### src/rtl/pamf_pkg.sv
// Shared definitions for the pre-adder multiplier front end.
// Assumes mode words are 5 bits, with the bit meanings fixed below.
package pamf_pkg;
    // Decoded view of the per-cycle mode word; field order matches bit order 4..0.
    typedef struct packed {
        logic b_first;   // bit 4: use first B stage
        logic sub;       // bit 3: pre-adder subtracts A from D
        logic d_en;      // bit 2: D register takes part
        logic a_zero;    // bit 1: A term forced to zero
        logic a_first;   // bit 0: use first A stage
    } mode_t;
endpackage

### src/rtl/pamf_stage_reg.sv
// Generic pipeline register with synchronous active-low reset and clock enable.
// Assumes reset dominates enable.
module pamf_stage_reg #(
    parameter int W = 8
) (
    input  logic         clk,
    input  logic         rst_n,
    input  logic         en,
    input  logic [W-1:0] d,
    output logic [W-1:0] q
);
    // Capture on enable, clear on reset.
    always_ff @(posedge clk) begin
        if (!rst_n)  q <= '0;
        else if (en) q <= d;
    end

    assert_load_R2: assert property (@(posedge clk) disable iff (!rst_n)
        en |=> q == $past(d));
    assert_hold_R2: assert property (@(posedge clk) disable iff (!rst_n)
        !en |=> $stable(q));
endmodule

### src/rtl/pamf_preadd.sv
// Pre-adder: picks an A stage, optionally zeroes A or D, adds or subtracts.
// Assumes both terms are the same width; the result wraps at that width.
module pamf_preadd
    import pamf_pkg::*;
#(
    parameter int W = 25
) (
    input  logic [W-1:0] a1_lo,
    input  logic [W-1:0] a2_lo,
    input  logic [W-1:0] d,
    input  mode_t        mode,
    output logic [W-1:0] sum
);
    logic [W-1:0] a_term;
    logic [W-1:0] d_term;

    // Form each term and combine them per the mode word.
    always_comb begin
        a_term = mode.a_first ? a1_lo : a2_lo;
        if (mode.a_zero) a_term = '0;
        d_term = mode.d_en ? d : '0;
        sum    = mode.sub ? (d_term - a_term) : (d_term + a_term);
    end
endmodule

### src/rtl/pamf_mult.sv
// Signed asymmetric multiplier; full-width product, no rounding.
// Assumes both operands are two's complement.
module pamf_mult #(
    parameter int XW = 25,
    parameter int YW = 18
) (
    input  logic [XW-1:0]    x,
    input  logic [YW-1:0]    y,
    output logic [XW+YW-1:0] prod
);
    localparam int PW = XW + YW;
    logic signed [PW-1:0] xs;
    logic signed [PW-1:0] ys;

    // Sign-extend both operands to product width, then multiply.
    always_comb begin
        xs   = PW'($signed(x));
        ys   = PW'($signed(y));
        prod = xs * ys;
    end
endmodule

### src/rtl/preadd_mult_front.sv
// Pre-adder multiplier front end. Dual A and B input stages chosen per cycle,
// D register, registered pre-adder result, product register and output register.
// Assumes A_W + B_W equals P_W when the bypass variant is built.
module preadd_mult_front
    import pamf_pkg::*;
#(
    parameter int A_W         = 30,
    parameter int B_W         = 18,
    parameter int D_W         = 25,
    parameter int P_W         = 48,
    parameter bit BYPASS_MULT = 1'b0
) (
    input  logic           clk,
    input  logic           rst_n,
    input  logic           ce_a1,
    input  logic           ce_a2,
    input  logic           ce_b1,
    input  logic           ce_b2,
    input  logic           ce_d,
    input  logic           ce_ad,
    input  logic           ce_m,
    input  logic           ce_p,
    input  logic [4:0]     mode_in,
    input  logic [A_W-1:0] a_in,
    input  logic [B_W-1:0] b_in,
    input  logic [D_W-1:0] d_in,
    output logic [P_W-1:0] p_out
);
    localparam int PROD_W = D_W + B_W;
    localparam int EXT_W  = P_W - PROD_W;
    localparam int CAT_W  = A_W + B_W;

    mode_t          mode;
    logic [A_W-1:0] a1_q, a2_q;
    logic [B_W-1:0] b1_q, b2_q, b_pick, bq_q;
    logic [D_W-1:0] d_q, pre_sum, ad_q;
    logic [P_W-1:0] p_next;

    assign mode = mode_t'(mode_in);

    // Input stages: A and B chain through two registers each.
    pamf_stage_reg #(.W(A_W)) u_a1 (.clk(clk), .rst_n(rst_n), .en(ce_a1), .d(a_in), .q(a1_q));
    pamf_stage_reg #(.W(A_W)) u_a2 (.clk(clk), .rst_n(rst_n), .en(ce_a2), .d(a1_q), .q(a2_q));
    pamf_stage_reg #(.W(B_W)) u_b1 (.clk(clk), .rst_n(rst_n), .en(ce_b1), .d(b_in), .q(b1_q));
    pamf_stage_reg #(.W(B_W)) u_b2 (.clk(clk), .rst_n(rst_n), .en(ce_b2), .d(b1_q), .q(b2_q));
    pamf_stage_reg #(.W(D_W)) u_d  (.clk(clk), .rst_n(rst_n), .en(ce_d),  .d(d_in), .q(d_q));

    // Pre-adder on the low A bits and D.
    pamf_preadd #(.W(D_W)) u_pre (
        .a1_lo(a1_q[D_W-1:0]), .a2_lo(a2_q[D_W-1:0]), .d(d_q), .mode(mode), .sum(pre_sum)
    );

    // B stage choice, registered beside the pre-adder result to keep paths aligned.
    always_comb b_pick = mode.b_first ? b1_q : b2_q;

    pamf_stage_reg #(.W(D_W)) u_ad (.clk(clk), .rst_n(rst_n), .en(ce_ad), .d(pre_sum), .q(ad_q));
    pamf_stage_reg #(.W(B_W)) u_bq (.clk(clk), .rst_n(rst_n), .en(ce_ad), .d(b_pick),  .q(bq_q));

    generate
        if (BYPASS_MULT) begin : g_cat
            logic [A_W-1:0]   a_pick;
            logic [CAT_W-1:0] ab_q;
            // Concatenation path: full selected A above selected B.
            always_comb a_pick = mode.a_first ? a1_q : a2_q;
            pamf_stage_reg #(.W(CAT_W)) u_ab (
                .clk(clk), .rst_n(rst_n), .en(ce_ad), .d({a_pick, b_pick}), .q(ab_q)
            );
            assign p_next = P_W'(ab_q);
        end else begin : g_mul
            logic [PROD_W-1:0] prod, m_q;
            pamf_mult #(.XW(D_W), .YW(B_W)) u_mul (.x(ad_q), .y(bq_q), .prod(prod));
            pamf_stage_reg #(.W(PROD_W)) u_m (
                .clk(clk), .rst_n(rst_n), .en(ce_m), .d(prod), .q(m_q)
            );
            // Sign extension to the adder width.
            assign p_next = {{EXT_W{m_q[PROD_W-1]}}, m_q};

            assert_sext_R7: assert property (@(posedge clk) disable iff (!rst_n)
                ce_p |=> ($countones(p_out[P_W-1:PROD_W-1]) == 0 ||
                          $countones(p_out[P_W-1:PROD_W-1]) == EXT_W + 1));
        end
    endgenerate

    pamf_stage_reg #(.W(P_W)) u_p (.clk(clk), .rst_n(rst_n), .en(ce_p), .d(p_next), .q(p_out));

    assert_azero_R4: assert property (@(posedge clk) disable iff (!rst_n)
        (ce_ad && mode.a_zero && !mode.d_en) |=> ad_q == '0);
    assert_dpass_R5: assert property (@(posedge clk) disable iff (!rst_n)
        (ce_ad && mode.a_zero && mode.d_en && !mode.sub) |=> ad_q == $past(d_q));
endmodule

### config.mk
export PLATFORM = sky130hd
export DESIGN_NAME = preadd_mult_front
export DESIGN_NICKNAME = d
export VERILOG_FILES = /design/src/rtl/pamf_pkg.sv /design/src/rtl/pamf_stage_reg.sv /design/src/rtl/pamf_preadd.sv /design/src/rtl/pamf_mult.sv /design/src/rtl/preadd_mult_front.sv
export SDC_FILE = /design/constraint.sdc
export NUM_CORES = 2
export LEC_CHECK = 0
export ABC_CLOCK_PERIOD_IN_PS = 19700
export CAP_MARGIN = 25
export CORE_MARGIN = 2
export CORE_UTILIZATION = 36
export DETAILED_ROUTE_END_ITERATION = 8
export GPL_TIMING_DRIVEN = 0
export HOLD_SLACK_MARGIN = 0.15
export SYNTH_ARGS = -nofsm -noshare
export SYNTH_HDL_FRONTEND = slang
export SYNTH_SLANG_ARGS = --single-unit
### constraint.sdc
create_clock -name clk -period 19.7 [get_ports clk]
set_clock_uncertainty 0.15 [all_clocks]
set_input_delay 1.97 -clock clk [delete_from_list [all_inputs] [get_ports clk]]
set_output_delay 1.97 -clock clk [all_outputs]
set_load 0.005 [all_outputs]
Yosys cells after proc, flatten, opt, wreduce, memory -nomap -nowiden
Cells that the tools add are included.
Word-level totals
  output and inout bits: 48
  logic and storage cells: 17
  register bits after elaboration: 240
Operators by class
  multiply operators: 1
  add/sub/neg operators: 2
  mux-type cells: 5
Operators with widths (count)
  two-way mux 25 bit: 4
  multiplier 25 x 18 -> 43 bit: 1
  adder 25 bit: 1
  subtractor 25 bit: 1
  two-way mux 18 bit: 1

Logic depth before layout (Yosys ltp)
  depth after elaboration: 4
  gate-level depth with buffers: 26

Cells and area by module
From an unflattened synthesis, not the netlist that was laid out.
Unflattened totals
  cell total of the unflattened synthesis: 3058
  area, all modules: 28868.9 um^2
Modules (own cells, without submodules)
  pamf_mult: area an instance 16077.9 um^2, times used 1, cells each 1824, sequential area each 0.0 um^2
  pamf_preadd: area an instance 2668.8 um^2, times used 1, cells each 396, sequential area each 0.0 um^2
  pamf_stage_reg at u_a1 ...: area an instance 1171.1 um^2, times used 2, cells each 97, sequential area each 600.6 um^2
  pamf_stage_reg at u_b1 ...: area an instance 688.2 um^2, times used 3, cells each 57, sequential area each 360.3 um^2
  pamf_stage_reg at u_ad ...: area an instance 965.9 um^2, times used 2, cells each 80, sequential area each 500.5 um^2
  pamf_stage_reg at u_p: area an instance 1845.5 um^2, times used 1, cells each 155, sequential area each 960.9 um^2
  pamf_stage_reg at g_mul.u_m: area an instance 1666.6 um^2, times used 1, cells each 138, sequential area each 860.8 um^2
  preadd_mult_front: area an instance 271.5 um^2, times used 1, cells each 20, sequential area each 0.0 um^2

Worst setup path before layout
Ideal clock, no wire load.
  path type: in2reg
  start point: input mode_in[1]
  end point: register u_ad.q[23]
  data arrival time: 6.438 ns
  path slack: 12.979 ns
  data required time: 19.417 ns
  stages on the path: 21
  path through: clkbuf_1 > buf_2 > buf_1 > clkbuf_1 > or2_2 > ha_1 > inv_1 > nor3_1 > a31oi_1 > a21oi_1 > o21ai_0 > xnor2_1 > ha_1 > and3_1 > a221oi_1 > o21ai_0 > a211o_1 > a2111oi_2 > a211oi_1 > xnor2_1 > o22ai_1
On the way
  cells in the longest elaborated chain, start to end: 3
Ends and longest elaborated chain
  start, declared: RTL line preadd_mult_front.sv:23  | input logic [4:0] mode_in,
  two-way mux 25 bit (*): RTL line pamf_preadd.sv:20  | if (mode.a_zero) a_term = '0;
  adder 25 bit / subtractor 25 bit (equally long branches): RTL line pamf_preadd.sv:22  | sum = mode.sub ? (d_term - a_term) : (d_term + a_term);
  two-way mux 25 bit (*): RTL line pamf_preadd.sv:22
  end signal, assigned: RTL line pamf_stage_reg.sv:14  | if (!rst_n) q <= '0;
  end signal, assigned: RTL line pamf_stage_reg.sv:15  | else if (en) q <= d;
  end, declared: RTL line pamf_stage_reg.sv:10  | output logic [W-1:0] q
Every way passes the cells marked *; elsewhere a longest branch is shown, timed or not.
A chain may end at the register's enable or synchronous reset.

Final worst setup path
  start point: register u_ad.q[6]
  end point: register g_mul.u_m.q[40]
On the way
  cells in the longest elaborated chain, start to end: 1
Ends and longest elaborated chain
  multiplier 25 x 18 -> 43 bit: RTL line pamf_mult.sv:19  | prod = xs * ys;
  end signal, assigned: RTL line pamf_stage_reg.sv:14
  end signal, assigned: RTL line pamf_stage_reg.sv:15
  end, declared: RTL line pamf_stage_reg.sv:10
No other way between the ends.

==> summary.md <==
| Metric | Value |
|---|---|
| Outcome | complete, no violations |
| Sum Neg Setup Slack | 0 ps |
| Unrepaired setup endpoints after global routing | no |
| CTS HTree Levels | 1 |
| Area of the multi-input gates | 20000 sq um |
| Initial antenna violation count | 2 |
| Register area share after synthesis | 17.5% |
| Register share of total power | 25.9% |
| Number of buffers inserted by hold repair at cts | 0 |
| #FFs+latches synth | 240 |
| Via count | 20453 |
| Number of enable flip-flop cells after synthesis | 0 |
| Post-CTS sizing | 0 |
| Fin crit period | 7980 ps |
| Syn avg cell area | 9.17 sq um |
| Combinational power share | 50.9% |
| Vias in the first global route | 20783 |
| WP data required | 20000 ps |
| Iteration-0 DRC count of the detailed router | 1353 |
| Fin nets | 3798 |
| Worst setup SP type | flop |
| Drt via density | 4.95 |
| Area Growth Syn to Fin | 12.3% |
| Starting density of the core | 36.2% |
| GRT overflow | 0 |
| Hold Path Origin | g_mul.u_m.q[0] |
| Root Driver | clkbuf_16 |
| FF+latch area | 4800 sq um |
| Worst Tran Pin Value | 1000 ps |
| Synth Warn # | 0 |
| Fmax | 125 MHz |
| Final cell count without fillers | 4136 |
| Total track usage | 20.2% |
| Hold slack | 333 ps |
| Final WL | 78600 um |
| Critical path type | reg2reg |
| CTS clk-pin slew, worst paths | 60 ps |
| Final period util | 40.5% |
| Power Internal | 1.33 mW |
| Crit end category | flop |
| Die X-Extent | 280 um |
| Port bufs | 119 |
| VDD IR-drop max | 0.0000630 V |
| # fillers | 7668 |
| Final Core Density | 40.7% |
| Antenna-violating nets left | 0 |
| DP Area | 29800 sq um |
| Min-delay worst type | reg2reg |
| Die outline area | 78300 sq um |
| DR pass1 iterations | 5 |
| Clk buf depth | 3 |
| Main flop type after synthesis | dfxtp_1 |
| Switching portion of total power | 42.1% |
| Max-slew violations | 0 |
| FFs w/ async S/R, synth | 0% |
| Largest net degree at the start of global routing | 15 |
| Power Dens Cells | 74.6 nW/um^2 |
| Reg-to-reg startpoint | u_ad.q[6] |
| Num Clock Sinks | 240 |
| CP Max Fanout | 10 |
| # IOs | 136 |
| Netlist cell types | 71 |
| Clock Latency Late Sink | 560 ps |
| Syn nets | 3650 |
| Post-placement cell count | 4085 |
| Final setup viols | 0 |
| GPL Wtd Cong | 0.951 |
| Critical path origin | u_ad.q[6] |
| Synthesized area | 27400 sq um |
| Slew margin rel. | 33.1% |
| CTS Buf Count | 27 |
| Setup Buffers After CTS | 0 |
| Hold Fails Final Rpt | 0 |
| Die height | 280 um |
| Layout cell share with drive strength beyond 1 | 2.28% |
| DRC errors left | 0 |
| Leak | 14.2 nW |
| Wire per inst | 19.0 um |
| Post-synthesis cell count | 2988 |
| TritonCTS clock tree | yes |
| CORE AREA | 75600 sq um |
| Clock power share | 23.2% |
| Net switching power of the design | 0.965 mW |
| Max-Cap Viols | 0 |
| Row count | 101 |
| HPWL after detailed placement | 65000 um |
| Design area | 30700 sq um |
| Critical path arrival | 8280 ps |
| First-pass GRT wire length | 121000 um |
## cell usage in the layout (no fill, tap or decap), types with 89 or more instances in the layout
| master | netlist | routed |
|---|---|---|
| clkdlybuf4s50_1 | 0 | 119 |
| nor2b_1 | 207 | 207 |
| and2_1 | 195 | 195 |
| nor2_1 | 89 | 89 |
| mux2i_1 | 233 | 233 |
| ha_1 | 132 | 132 |
| fa_1 | 442 | 442 |
| dfxtp_1 | 240 | 240 |
| inv_1 | 516 | 516 |
| clkbuf_1 | 150 | 155 |
| nand2_1 | 327 | 327 |
## worst paths after layout
path / slack [ps] / cells after the start / endpoint
min reg2reg: 330 / 2 / g_mul.u_m.q[0]
max reg2reg: 11720 / 22 / g_mul.u_m.q[40]
max: 11720 / 22 / g_mul.u_m.q[40]
min: 330 / 2 / g_mul.u_m.q[0]
## layer usage
layer / up-vias / routed length [um] / GRT usage (%) / part of all wire [%]
met5: - / 0 / 0 / 0
met4: 0 / 3270 / 7.58 / 4.2
met3: 126 / 6210 / 4.57 / 7.9
met2: 638 / 36500 / 33.3 / 46
met1: 10162 / 32600 / 26.0 / 41
li1: 9527 / - / - / -
## power by group through the flow
| stage | clock network, mW | registers (mW) | logic, mW |
|---|---|---|---|
| finish | 0.532 | 0.594 | 1.17 |
| global placement | 0 | 0.604 | 1.16 |
| global route | 0.567 | 0.600 | 1.30 |
| detailed placement | 0 | 0.605 | 1.17 |
| floorplan | 0 | 0.582 | 0.789 |
| CTS | 0.545 | 0.594 | 1.17 |
## area by class of cell
| type | count | area share, % |
|---|---|---|
| multi-input cells | 2057 | 64.9 |
| diodes | 1 | 0.00814 |
| well taps | 978 | 3.98 |
| repair buffers | 119 | 3.87 |
| plain buffers | 173 | 2.20 |
| clock buffers | 36 | 2.44 |
| inverters | 518 | 6.32 |
| clock inverters | 14 | 0.623 |
| flip-flops and latches | 240 | 15.6 |
## worst max-delay path, cell delays in order (launching register included)
cell and delay, ps:
dfxtp_1 300, clkbuf_1 700, clkbuf_1 660, nand2_1 180, fa_1 570, inv_1 50, fa_1 570, fa_1 460
fa_1 400, fa_1 510, inv_1 60, fa_1 600, inv_1 70, ha_1 410, nand2_1 150, o31ai_1 310
nand4_1 160, a211oi_1 650, o21ai_0 300, a31oi_1 250, xnor2_1 160, nand2_1 70, o211a_1 140
## kinds of logic after synthesis
family	Yosys count	share of synthesized area [%]
AO/OA/AOI/OAI	255	6.41
XOR/XNOR	71	2.27
adder cells (fa/ha/maj)	574	38.3
buffers and inverters	691	9.57
flip-flops	240	17.5
multiplexers	233	8.52
AND/OR/NAND/NOR	924	17.3
## cells in the mapped netlist, drive strengths merged (5+ instances only)
cell	count	share of area, %
nand3b	16	0.44
o211a	23	0.84
xnor2	53	1.7
buf	23	0.41
o31ai	5	0.14
nor2b	207	4.7
nand2	327	4.5
a31oi	7	0.16
clkbuf	150	2.1
nand4	5	0.11
o21ai	54	1.0
fa	442	32
nor3b	8	0.22
a21o	13	0.36
dfxtp	240	18
nand2b	5	0.11
inv	516	7.1
a211oi	12	0.33
nand3	24	0.46
o211ai	13	0.37
and3	7	0.16
ha	132	6.0
o21a	15	0.41
a21oi	68	1.3
nor3	22	0.42
nor2	90	1.2
xor2	18	0.58
mux2i	233	8.5
and2	195	4.5
a21boi	8	0.22
## flip-flops by register name, summed over array words and instances, names as in the netlist
signal and cells:
u_ad.q 25, u_b1.q 18, u_d.q 25, u_a2.q 25
u_bq.q 18, u_b2.q 18, u_p.q 43, g_mul.u_m.q 43
u_a1.q 25
## per-stage QoR
step | worst slack (ps) | power, mW
4_1_cts | 11950 | 2.31
3_5_place_dp | 11770 | 1.77
3_3_place_gp | 11600 | 1.76
2_1_floorplan | 12980 | 1.37
5_1_grt | 11400 | 2.46
6_report | 11720 | 2.29
Power figures use the tool's default switching activity.
